$ cat config.mk
export PLATFORM = sky130hd
export DESIGN_NAME = serial_prog_if
export DESIGN_NICKNAME = d
export VERILOG_FILES = /design/src/rtl/spif_pkg.sv /design/src/rtl/spif_rst_qual.sv /design/src/rtl/spif_entry_fsm.sv /design/src/rtl/spif_addr_latch.sv /design/src/rtl/spif_access.sv /design/src/rtl/serial_prog_if.sv
export SDC_FILE = /design/constraint.sdc
export NUM_CORES = 1
export LEC_CHECK = 0
export BUFFER_PORTS_ARGS = -buffer_cell sky130_fd_sc_hd__buf_4
export CAP_MARGIN = 20
export CORE_MARGIN = 2
export CORE_UTILIZATION = 57
export DETAILED_ROUTE_END_ITERATION = 6
export PLACE_DENSITY = 0.84
export REMOVE_ABC_BUFFERS = 1
export SLEW_MARGIN = 20
export SYNTH_ARGS = -nofsm -noshare
export SYNTH_HDL_FRONTEND = slang
export SYNTH_HIERARCHICAL = 1
export SYNTH_SLANG_ARGS = --single-unit
export TNS_END_PERCENT = 10
$ cat constraint.sdc
create_clock -name clk -period 3.25 [get_ports clk]
set_input_delay 0.65 -clock clk [delete_from_list [all_inputs] [get_ports clk]]
set_output_delay 0.65 -clock clk [all_outputs]
set_load 0.1 [all_outputs]
$ cat src/rtl/spif_pkg.sv
package spif_pkg;

   typedef enum logic [1:0] {
      ST_RUN   = 2'd0,
      ST_HELD  = 2'd1,
      ST_SHIFT = 2'd2,
      ST_PROG  = 2'd3
   } spif_state_e;

endpackage

$ cat src/rtl/spif_rst_qual.sv
module spif_rst_qual #(
   parameter int RST_CYC = 24
) (
   input  logic clk,
   input  logic rst_n,
   input  logic pin,
   output logic hit
);
   localparam int CW = $clog2(RST_CYC + 1);

   if (RST_CYC < 2) begin : g_bad_cyc
      $error("spif_rst_qual: RST_CYC must be at least 2");
   end

   logic [CW-1:0] run_q;

   always_ff @(posedge clk or negedge rst_n) begin
      if (!rst_n) begin
         run_q <= '0;
      end else if (!pin) begin
         run_q <= '0;
      end else if (run_q != CW'(RST_CYC)) begin
         run_q <= run_q + 1'b1;
      end
   end

   // this edge is the RST_CYC-th (or later) consecutive high sample
   assign hit = pin && (run_q >= CW'(RST_CYC - 1));

   AST_HIT_NEEDS_RUN: assert property (@(posedge clk) disable iff (!rst_n)
      hit |-> $past(pin)) else $error("qualified reset without prior high");

endmodule

$ cat src/rtl/spif_entry_fsm.sv
module spif_entry_fsm
   import spif_pkg::*;
#(
   parameter int              KEY_W     = 10,
   parameter logic [KEY_W-1:0] ENTRY_KEY = 10'h2B5
) (
   input  logic clk,
   input  logic rst_n,
   input  logic pin,
   input  logic rst_hit,
   output logic prog_active
);
   localparam int BCW = $clog2(KEY_W);

   if (KEY_W < 2) begin : g_bad_key
      $error("spif_entry_fsm: KEY_W must be at least 2");
   end

   spif_state_e      state_q;
   logic [KEY_W-1:0] shreg_q;
   logic [BCW-1:0]   bit_q;
   logic [KEY_W-1:0] assembled;

   // LSB first: each new bit enters at the top and moves down
   assign assembled = {pin, shreg_q[KEY_W-1:1]};

   always_ff @(posedge clk or negedge rst_n) begin
      if (!rst_n) begin
         state_q <= ST_RUN;
         shreg_q <= '0;
         bit_q   <= '0;
      end else if (rst_hit) begin
         state_q <= ST_HELD;
      end else begin
         unique case (state_q)
            ST_HELD: begin
               if (!pin) begin
                  state_q <= ST_SHIFT;
                  bit_q   <= '0;
               end
            end
            ST_SHIFT: begin
               shreg_q <= assembled;
               bit_q   <= bit_q + 1'b1;
               if (bit_q == BCW'(KEY_W - 1)) begin
                  state_q <= (assembled == ENTRY_KEY) ? ST_PROG : ST_RUN;
               end
            end
            default: state_q <= state_q;
         endcase
      end
   end

   assign prog_active = (state_q == ST_PROG);

   AST_PROG_ENTRY: assert property (@(posedge clk) disable iff (!rst_n)
      $rose(prog_active) |-> ($past(state_q) == ST_SHIFT)) else $error("entry not from key");

   AST_PROG_EXIT: assert property (@(posedge clk) disable iff (!rst_n)
      $fell(prog_active) |-> $past(rst_hit)) else $error("left programming without reset");

endmodule

$ cat src/rtl/spif_addr_latch.sv
module spif_addr_latch #(
   parameter int ADDR_W = 11,
   parameter int PORT_W = 8
) (
   input  logic              clk,
   input  logic              rst_n,
   input  logic              prog_active,
   input  logic              asel,
   input  logic [PORT_W-1:0] port,
   output logic [ADDR_W-1:0] addr
);
   localparam int HI_W = ADDR_W - PORT_W;

   if (ADDR_W <= PORT_W || ADDR_W > 2 * PORT_W) begin : g_bad_split
      $error("spif_addr_latch: ADDR_W must lie in (PORT_W, 2*PORT_W]");
   end

   logic [PORT_W-1:0] lo_q;
   logic [HI_W-1:0]   hi_q;
   logic [HI_W-1:0]   hi_src;

   if (HI_W == PORT_W) begin : g_hi_full
      assign hi_src = port;
   end else begin : g_hi_part
      logic unused_upper;
      assign hi_src       = port[HI_W-1:0];
      assign unused_upper = ^port[PORT_W-1:HI_W];
   end

   always_ff @(posedge clk or negedge rst_n) begin
      if (!rst_n) begin
         lo_q <= '0;
         hi_q <= '0;
      end else if (prog_active) begin
         if (asel) hi_q <= hi_src;
         else      lo_q <= port;
      end
   end

   assign addr = {hi_q, lo_q};

   AST_LO_HOLD: assert property (@(posedge clk) disable iff (!rst_n)
      (!prog_active || asel) |=> $stable(lo_q)) else $error("low half moved");

   AST_HI_HOLD: assert property (@(posedge clk) disable iff (!rst_n)
      (!prog_active || !asel) |=> $stable(hi_q)) else $error("high half moved");

endmodule

$ cat src/rtl/spif_access.sv
module spif_access #(
   parameter int ADDR_W = 11,
   parameter int DATA_W = 8
) (
   input  logic              clk,
   input  logic              rst_n,
   input  logic              prog_active,
   input  logic              mode,
   input  logic [ADDR_W-1:0] addr,
   input  logic [DATA_W-1:0] data_in,
   input  logic [DATA_W-1:0] mem_rdata,
   output logic [ADDR_W-1:0] mem_addr,
   output logic              mem_rd,
   output logic              mem_wr,
   output logic [DATA_W-1:0] mem_wdata,
   output logic [DATA_W-1:0] data_out,
   output logic              data_oe
);
   logic              mode_q;
   logic              wr_q;
   logic              oe_q;
   logic              fall;
   logic [ADDR_W-1:0] wa_q;
   logic [DATA_W-1:0] wd_q;

   assign fall = prog_active && mode_q && !mode;

   always_ff @(posedge clk or negedge rst_n) begin
      if (!rst_n) begin
         mode_q <= 1'b0;
         wr_q   <= 1'b0;
         oe_q   <= 1'b0;
         wa_q   <= '0;
         wd_q   <= '0;
      end else begin
         mode_q <= mode;
         wr_q   <= fall;
         oe_q   <= prog_active && mode;
         if (fall) begin
            wa_q <= addr;
            wd_q <= data_in;
         end
      end
   end

   assign mem_rd    = prog_active && mode;
   assign mem_wr    = wr_q;
   assign mem_addr  = wr_q ? wa_q : addr;
   assign mem_wdata = wd_q;
   assign data_oe   = oe_q;
   assign data_out  = oe_q ? mem_rdata : '0;

   AST_WR_SINGLE: assert property (@(posedge clk) disable iff (!rst_n)
      mem_wr |=> !mem_wr) else $error("write strobe longer than a cycle");

   AST_WR_ONLY_PROG: assert property (@(posedge clk) disable iff (!rst_n)
      mem_wr |-> $past(prog_active)) else $error("write outside programming");

   AST_OE_NEEDS_VERIFY: assert property (@(posedge clk) disable iff (!rst_n)
      data_oe |-> ($past(mode) && $past(prog_active))) else $error("output enabled in program mode");

endmodule

$ cat src/rtl/serial_prog_if.sv
module serial_prog_if #(
   parameter int               ADDR_W    = 11,
   parameter int               PORT_W    = 8,
   parameter int               DATA_W    = 8,
   parameter int               RST_CYC   = 24,
   parameter int               KEY_W     = 10,
   parameter logic [KEY_W-1:0] ENTRY_KEY = 10'h2B5
) (
   input  logic              clk,
   input  logic              rst_n,
   input  logic              rst_pin,
   input  logic              asel,
   input  logic              mode,
   input  logic [PORT_W-1:0] addr_port,
   input  logic [DATA_W-1:0] data_in,
   output logic [DATA_W-1:0] data_out,
   output logic              data_oe,
   output logic [ADDR_W-1:0] mem_addr,
   output logic              mem_rd,
   output logic              mem_wr,
   output logic [DATA_W-1:0] mem_wdata,
   input  logic [DATA_W-1:0] mem_rdata,
   output logic              prog_active
);
   logic              rst_hit;
   logic [ADDR_W-1:0] addr;

   spif_rst_qual #(.RST_CYC(RST_CYC)) u_qual (
      .clk   (clk),
      .rst_n (rst_n),
      .pin   (rst_pin),
      .hit   (rst_hit)
   );

   spif_entry_fsm #(.KEY_W(KEY_W), .ENTRY_KEY(ENTRY_KEY)) u_fsm (
      .clk         (clk),
      .rst_n       (rst_n),
      .pin         (rst_pin),
      .rst_hit     (rst_hit),
      .prog_active (prog_active)
   );

   spif_addr_latch #(.ADDR_W(ADDR_W), .PORT_W(PORT_W)) u_addr (
      .clk         (clk),
      .rst_n       (rst_n),
      .prog_active (prog_active),
      .asel        (asel),
      .port        (addr_port),
      .addr        (addr)
   );

   spif_access #(.ADDR_W(ADDR_W), .DATA_W(DATA_W)) u_acc (
      .clk         (clk),
      .rst_n       (rst_n),
      .prog_active (prog_active),
      .mode        (mode),
      .addr        (addr),
      .data_in     (data_in),
      .mem_rdata   (mem_rdata),
      .mem_addr    (mem_addr),
      .mem_rd      (mem_rd),
      .mem_wr      (mem_wr),
      .mem_wdata   (mem_wdata),
      .data_out    (data_out),
      .data_oe     (data_oe)
   );

   AST_IDLE_IN_RESET: assert property (@(posedge clk)
      !rst_n |-> (!prog_active && !mem_wr && !data_oe)) else $error("outputs active in reset");

endmodule

==> out/qor.yml, run 1 <==
io_pins: 60
period_minus_slack_ps: 2269
crit_required_ps: 2600
worst_pin_slew_ps: 648.3
diodes: 0
cts_resized: 0
ys.warnings.count: 6
cts_tree: "done"
critPathMaxFanout: 12
postSynthCellCount: 177
ctsHoldBuffers: 0
syn_avg_cell_area_um2: 14.54
rows: 24
critPathSlowestCell: "dfrtp_1"
status: "completed"
clock_latency_ps: 300
wl_per_cell_um: 16.17
cts.path.max_buffers: 2
place_area_mm2: 0.003027
seqPwrFrac: 0.551
power_switching_mw: 0.3240
syn_to_final_growth_pct: 22.27
wl_um: 4690
skew_ps: 6.567
critical_path.reg2reg.endpoint: "u_fsm/shreg_q[4]"
grt-ovfl-total: 0
yosysTopAreaCellShare: 0.5153
leakage_nw: 1.701
dpl.hpwl_um: 3388
yosysSeqAreaShare: 0.5153
clkTransAtPathRegs_ps: 90
drc: 0
drive_gt1_frac: 0.5252
drv_cap: 0
mappedNetlistArea_mm2: 0.002574
ff2ff_setup_slack_ps: 1300
htreeDepth: 2
cts_made_buffers: 5
place.port_buffers: 59
synthTopCellsByArea: "dfrtp_1 52%, mux2_4 20%, mux2_2 7.4%"
fin_crit_sh: 0.6983
ys_ff_latch: 53
drt-initial-drc-count: 107
antenna_found_initial: 0
post-route-util: 0.7227
dp_cells: 282
crit_arrival_ps: 1620
via_per_inst: 5.417
irDropWorstVdd_v: 0.0003271
die_h_um: 71.20
fin_nets: 270
drv_slew: 0
async_reset_ff_frac: 1.000
cpPeakStageDelay_ps: 680
synthFlopType: "dfrtp_1"
crit_path_start_kind: "flip-flop"
cp.depth: 2
worstSetupPathType: "reg -> out"
hold_viol: 0
ys_types: 34
critPathCaptureType: "output port"
vias: 1571
reg2reg_from: "u_qual/run_q[0]"
drtAntennaViolNets: 0
synth_edf_count: 0
synth_area_leader_cell: "dfrtp_1"
die_area_mm2: 0.005069
dr.pass1.iters: 4
slew_headroom: 0.5678
fin_cells: 290
fin_ws_ps: 980.6
reg2reg_depth: 6
fin_setup_tns_ps: 0
yosysMostFrequentCell: "dfrtp_1"
cts_setup_buffers: 0
pwr_density_cell_mw_per_mm2: 441.5
initial_core_util: 0.5911
p_sw_frac: 0.2332
post-route-cell-area_mm2: 0.003147
crit_chain: "mux2_2 > buf_4"
max_freq_mhz: 440.6
cp_top_family: "flip-flops"
die-width_um: 71.20
place.gp.congestion: 0.7115
first_global_vias: 1661
root_buffer: "clkbuf_8"
track_usage: 0.1992
synthTopCellsByCount: "53 x dfrtp_1, 34 x mux2_4, 17 x mux2_2"
rsz0062_at_grt: "false"
finalSetupViolations: 0
intPower_mw: 1.065
clockPowerShare: 0.327
combPwrFrac: 0.122
dp_worst_setup_slack_ps: 1103
cts.sinks: 53
critPathBufInv: 1
core_mm2: 0.004354
grt_pass1_wl_um: 7969
min_path_type: "in -> async"
grt_max_degree: 54
per-layer routing:
metal	vias to the layer above	global-route usage	routed length [um]
met2	44	0.3189	2339
met1	781	0.2774	2076
met3	2	0.05413	263
met5	-	0	0
met4	0	0.03774	11
li1	744	-	-
cell usage in the layout, fill, tap and decap left out, drive strengths merged:
master and n:
bufinv 1, nand3b 1, xor2 1, nand3 2
a21oi 5, nand2b 3, ha 4, a22o 1
and4bb 1, and4b 1, and3 1, mux2i 4
inv 4, nor4bb 1, a311oi 1, or3b 1
mux2 51, nand2 7, a211oi 3, clkbuf 6
o21a 1, nand4b 3, o21bai 1, nor2b 2
o21ai 1, nor3 1, nor2 6, clkinvlp 1
and2 11, dfrtp 53, buf 59
cell families (layout without fill, tap and decap cells):
logic type,after synthesis,in the layout,synth area share
buffers and inverters,10,71,0.02722
adder cells (fa/ha/maj),4,4,0.01945
AND/OR/NAND/NOR,41,41,0.1108
AO/OA/AOI/OAI,13,13,0.03549
XOR/XNOR,1,1,0.003404
multiplexers,55,55,0.2883
flip-flops,53,53,0.5153
cell type report:
type / count / area (um2)
tap: 52 / 65.06
clock buffer: 6 / 82.58
timing repair buffer: 59 / 442.9
clock inverter: 2 / 37.54
multi-input combinational: 114 / 1177
fill: 319 / 1207
inverter: 4 / 15.01
sequential: 53 / 1326
stage by stage:
stage	hold WS [ps]	total power, mW
4_1_cts	388.9	1.407
3_3_place_gp	484.5	0.9423
6_report	366.7	1.389
2_1_floorplan	354.4	0.8768
3_5_place_dp	489.2	0.9507
5_1_grt	428.1	1.467
sequential cells by signal, summed over array words and instances, names as in the netlist:
signal	count
u_acc/data_oe	1
u_acc/mem_wdata	8
u_acc/mem_wr	1
u_acc/mode_q	1
u_acc/wa_q	11
u_addr/hi_q	3
u_addr/lo_q	8
u_fsm/bit_q	4
u_fsm/shreg_q	9
u_fsm/state_q	2
u_qual/run_q	5
power by group through the flow:
stage | Clock [mW] | Combinational, mW | Sequential [mW]
after floorplan | 0 | 0.113 | 0.764
after global placement | 0 | 0.164 | 0.778
after detailed placement | 0 | 0.171 | 0.779
after CTS | 0.469 | 0.171 | 0.767
after global routing | 0.497 | 0.192 | 0.778
final | 0.454 | 0.169 | 0.766
worst max-delay path by stage:
stage / start / to
floorplan: u_fsm/state_q[1] / mem_rd
global placement: rst_pin / u_fsm/shreg_q[8]
detailed placement: rst_pin / u_fsm/shreg_q[2]
CTS: u_acc/mem_wr / mem_addr[4]
global route: u_acc/mem_wr / mem_addr[4]
finish: u_acc/mem_wr / mem_addr[4]
Power figures use the tool's default switching activity.
==> run 2: changes to the inputs <==
--- a/config.mk
+++ b/config.mk
@@ -8,9 +8,9 @@
 export BUFFER_PORTS_ARGS = -buffer_cell sky130_fd_sc_hd__buf_4
 export CAP_MARGIN = 20
 export CORE_MARGIN = 2
-export CORE_UTILIZATION = 57
+export CORE_UTILIZATION = 53
 export DETAILED_ROUTE_END_ITERATION = 6
-export PLACE_DENSITY = 0.84
+export PLACE_DENSITY = 0.79
 export REMOVE_ABC_BUFFERS = 1
 export SLEW_MARGIN = 20
 export SYNTH_ARGS = -nofsm -noshare
==> constraint.sdc (replaced) <==
create_clock -name clk -period 2.36 [get_ports clk]
set_input_delay 0.472 -clock clk [delete_from_list [all_inputs] [get_ports clk]]
set_output_delay 0.472 -clock clk [all_outputs]
set_load 0.1 [all_outputs]
==> out/qor.yml, run 2 (same netlist as run 1, synthesis figures left out) <==
status: "completed"
wl_per_cell_um: 15.71
htreeDepth: 2
cts_resized: 0
dp_cells: 284
antenna_found_initial: 0
critPathBufInv: 1
place.gp.congestion: 0.7556
die-width_um: 73.69
drtAntennaViolNets: 0
cts_tree: "done"
wl_um: 4573
combPwrFrac: 0.124
drc: 0
crit_path_start_kind: "flip-flop"
track_usage: 0.1832
die_area_mm2: 0.005429
cts_setup_buffers: 0
min_path_type: "in -> async"
power_switching_mw: 0.4365
cts.path.max_buffers: 2
pwr_density_cell_mw_per_mm2: 596.1
final_cell_mix: "59 x buf_4, 53 x dfrtp_1, 34 x mux2_4"
irDropWorstVdd_v: 0.0003924
hold_viol: 0
drt-initial-drc-count: 124
largest_reg_flops: 11
worst_pin_slew_ps: 644.6
worstSetupPathType: "reg -> out"
p_sw_frac: 0.2338
period_minus_slack_ps: 2088
critPathSlowestCell: "dfrtp_1"
core_mm2: 0.004692
syn_to_final_growth_pct: 21.73
clockPowerShare: 0.310
crit_required_ps: 1890
leakage_nw: 1.698
critPathCaptureType: "output port"
die_h_um: 73.69
fin_cells: 291
first_global_vias: 1549
grt_pass1_wl_um: 7465
initial_core_util: 0.5485
cpPeakStageDelay_ps: 680
cts_made_buffers: 5
dpl.hpwl_um: 3305
cp_top_family: "flip-flops"
cts.sinks: 53
drv_cap: 0
fin_ws_ps: 272.2
place.port_buffers: 59
max_freq_mhz: 479.0
slew_headroom: 0.5703
rsz0062_at_grt: "false"
drive_gt1_frac: 0.5232
grt_max_degree: 54
power_mw: 1.867
io_pins: 60
clkTransAtPathRegs_ps: 90
dr.pass1.iters: 3
grt-ovfl-total: 0
skew_ps: 7.140
fin_nets: 270
finalSetupViolations: 0
vias: 1556
top_register: "u_acc/wa_q"
via_per_inst: 5.347
drv_slew: 0
crit_arrival_ps: 1620
critPathMaxFanout: 12
crit_chain: "mux2_2 > buf_4"
layout_commonest_cell: "buf_4"
hold_ws_ps: 192.4
ctsHoldBuffers: 0
top_regs: "u_acc/wa_q x11, u_fsm/shreg_q x9"
fin_crit_sh: 0.8847
fin_setup_tns_ps: 0
root_buffer: "clkbuf_8"
clock_latency_ps: 300
fillers: 338
rows: 25
intPower_mw: 1.431
diodes: 0
dp_worst_setup_slack_ps: 367.0
seqPwrFrac: 0.566
## run 2: layout make-up
class,instances,area (um2),share of cell area
Tap cell,54,67.56,0.02157
Inverter,4,15.01,0.004792
Clock inverter,2,35.03,0.01118
Timing Repair Buffer,59,442.9,0.1414
Clock buffer,5,68.82,0.02196
Multi-Input combinational cell,114,1177,0.3758
Sequential cell,53,1326,0.4233
## run 2: power by group through the flow
stage / logic (mW) / clock network, mW / registers [mW]
finish: 0.231 / 0.580 / 1.06
global route: 0.257 / 0.639 / 1.07
CTS: 0.236 / 0.602 / 1.06
detailed placement: 0.237 / 0 / 1.07
global placement: 0.229 / 0 / 1.07
floorplan: 0.156 / 0 / 1.05
## run 2: layer usage
layer,up-vias,GRT usage,wire (um)
met3,7,0.05075,285
met4,0,0.04848,53
met2,47,0.2867,2167
li1,745,-,-
met1,757,0.2522,2065
met5,-,0,0
## run 2: final timing paths
kind | startpoint | end | slack [ps] | cells after the start
max | u_acc/mem_wr | mem_addr[5] | 270 | 2
max in group asynchronous | rst_n | u_acc/data_oe | 1740 | 1
min | rst_n | u_addr/lo_q[6] | 190 | 1
min reg2reg | u_fsm/shreg_q[1] | u_fsm/shreg_q[1] | 510 | 1
max reg2reg | u_qual/run_q[0] | u_fsm/shreg_q[6] | 410 | 6
min in group clk | mode | u_acc/mode_q | 290 | 1
## run 2: through the flow
step / util / cell area, um2
5_1_grt: 0.6677 / 3133
3_5_place_dp: 0.6456 / 3029
2_1_floorplan: - / 2519
4_1_cts: 0.6677 / 3133
3_3_place_gp: 0.6456 / 3029
6_report: 0.6677 / 3133
==> run 3: changes to the inputs <==
--- a/config.mk
+++ b/config.mk
@@ -5,12 +5,13 @@
 export SDC_FILE = /design/constraint.sdc
 export NUM_CORES = 1
 export LEC_CHECK = 0
+export ABC_AREA = 1
 export BUFFER_PORTS_ARGS = -buffer_cell sky130_fd_sc_hd__buf_4
 export CAP_MARGIN = 20
 export CORE_MARGIN = 2
-export CORE_UTILIZATION = 53
+export CORE_UTILIZATION = 54
 export DETAILED_ROUTE_END_ITERATION = 6
-export PLACE_DENSITY = 0.79
+export PLACE_DENSITY = 0.8
 export REMOVE_ABC_BUFFERS = 1
 export SLEW_MARGIN = 20
 export SYNTH_ARGS = -nofsm -noshare
==> out/qor.yml, run 3 <==
status: "completed"
crit_required_ps: 1890
die-width_um: 74.09
post-route-cell-area_mm2: 0.003172
grt-ovfl-total: 0
ff2ff_setup_slack_ps: 520
place_area_mm2: 0.003082
synth_area_leader_cell: "dfrtp_1"
grt_max_degree: 54
cts.path.max_buffers: 2
fin_ws_ps: 193.5
ys.warnings.count: 6
critPathCaptureType: "output port"
critPathSlowestCell: "dfrtp_1"
fin_crit_sh: 0.9180
dpl.hpwl_um: 3854
critPathMaxFanout: 23
crit_arrival_ps: 1690
period_minus_slack_ps: 2166
cts_tree: "done"
yosysTopAreaCellShare: 0.5000
syn_avg_cell_area_um2: 8.137
cpPeakStageDelay_ps: 780
drt-initial-drc-count: 186
vias: 2251
clkTransAtPathRegs_ps: 90
track_usage: 0.2194
ys_types: 26
first_global_vias: 2168
diodes: 0
grt_pass1_wl_um: 9308
largest_reg_flops: 11
clock_latency_ps: 300
layout_commonest_cell: "nand2_1"
worst_pin_slew_ps: 667.8
antenna_found_initial: 0
fin_setup_tns_ps: 0
irDropWorstVdd_v: 0.0006302
pwr_density_cell_mw_per_mm2: 663.8
ctsHoldBuffers: 0
finalSetupViolations: 0
ys_ff_latch: 53
crit_path_start_kind: "flip-flop"
reg2reg_from: "u_qual/run_q[1]"
leakage_nw: 1.778
die_area_mm2: 0.005489
drc: 0
dr.pass1.iters: 4
crit_chain: "nand2_1 > o21ai_1 > buf_4"
dp_worst_setup_slack_ps: 531.0
drive_gt1_frac: 0.2272
syn_to_final_growth_pct: 19.58
wl_per_cell_um: 12.16
cts_made_buffers: 5
drv_cap: 0
via_per_inst: 5.002
critical_path.reg2reg.endpoint: "u_fsm/state_q[1]"
fillers: 400
rows: 25
fin_nets: 416
rsz0062_at_grt: "false"
drtAntennaViolNets: 0
final_cell_mix: "120 x nand2_1, 64 x buf_4, 53 x dfrtp_1"
async_reset_ff_frac: 1.000
postSynthCellCount: 326
synthTopCellsByArea: "dfrtp_1 50%, nand2_1 17%, inv_1 5.4%"
cts_resized: 0
top_regs: "u_acc/wa_q x11, u_fsm/shreg_q x9"
drv_slew: 0
top_register: "u_acc/wa_q"
place.gp.congestion: 0.7681
place.port_buffers: 59
die_h_um: 74.09
worstSetupPathType: "reg -> out"
hold_viol: 0
wl_um: 5473
cts.sinks: 53
skew_ps: 7.343
yosysMostFrequentCell: "nand2_1"
synth_edf_count: 0
io_pins: 60
initial_core_util: 0.5616
reg2reg_depth: 8
min_path_type: "in -> async"
synthFlopType: "dfrtp_1"
yosysSeqAreaShare: 0.5000
htreeDepth: 2
slew_headroom: 0.5548
synthTopCellsByCount: "120 x nand2_1, 53 x dfrtp_1, 38 x inv_1"
power_mw: 2.105
root_buffer: "clkbuf_8"
core_mm2: 0.004723
cts_setup_buffers: 0
mappedNetlistArea_mm2: 0.002653
max_freq_mhz: 461.6
post-route-util: 0.6715
## run 3: worst max-delay path by stage
stage / start / to / slack [ps] / cells after the start
after floorplan: u_acc/mem_wr / mem_addr[0] / -1330 / 1
after global placement: u_qual/run_q[1] / u_fsm/state_q[1] / 570 / 8
after detailed placement: u_qual/run_q[1] / u_fsm/state_q[1] / 530 / 8
after CTS: u_acc/mem_wr / mem_addr[0] / 220 / 3
after global routing: u_acc/mem_wr / mem_addr[0] / 50 / 3
final: u_acc/mem_wr / mem_addr[8] / 190 / 3
## run 3: metrics by stage
step,hold WS [ps],cells
final,188.4,450
after global routing,248.2,450
after CTS,212.5,450
after detailed placement,458.8,443
after global placement,453.4,443
after floorplan,176.4,312
## run 3: cell type report
type	instances	area, um2	area share
inverters	43	161.4	0.05089
repair buffers	64	480.5	0.1515
clock inverters	1	7.507	0.002367
well taps	67	83.83	0.02643
flip-flops and latches	53	1326	0.4181
multi-input cells	216	1030	0.3247
clock buffers	6	82.58	0.02604
## run 3: metal layers
metal | track usage | share of wire | vias up
met4 | 0.05455 | 0.010 | 0
met3 | 0.04878 | 0.046 | 5
li1 | - | - | 1146
met5 | 0 | 0 | -
met2 | 0.3919 | 0.52 | 47
met1 | 0.2705 | 0.42 | 1053
## run 3: kinds of logic (layout without fill, tap and decap cells)
group / Yosys count / after routing / synth area share
adder cells (fa/ha/maj): 4 / 4 / 0.01887
flip-flops: 53 / 53 / 0.5000
AO/OA/AOI/OAI: 27 / 27 / 0.05943
buffers and inverters: 57 / 114 / 0.1118
AND/OR/NAND/NOR: 185 / 185 / 0.3099
## run 3: where the power goes
group	leakage [nW]	switching [mW]	internal, mW
Sequential	0.712	0.0885	1.02
Combinational	1.02	0.302	0.182
Clock	0.0433	0.280	0.232
## run 3: worst max-delay path, delay by kind of cell (launching register included)
kind | cells | cell delay (ps)
AO/OA/AOI/OAI | 1 | 130
buffers and inverters | 1 | 320
AND/OR/NAND/NOR | 1 | 150
flip-flops | 1 | 780
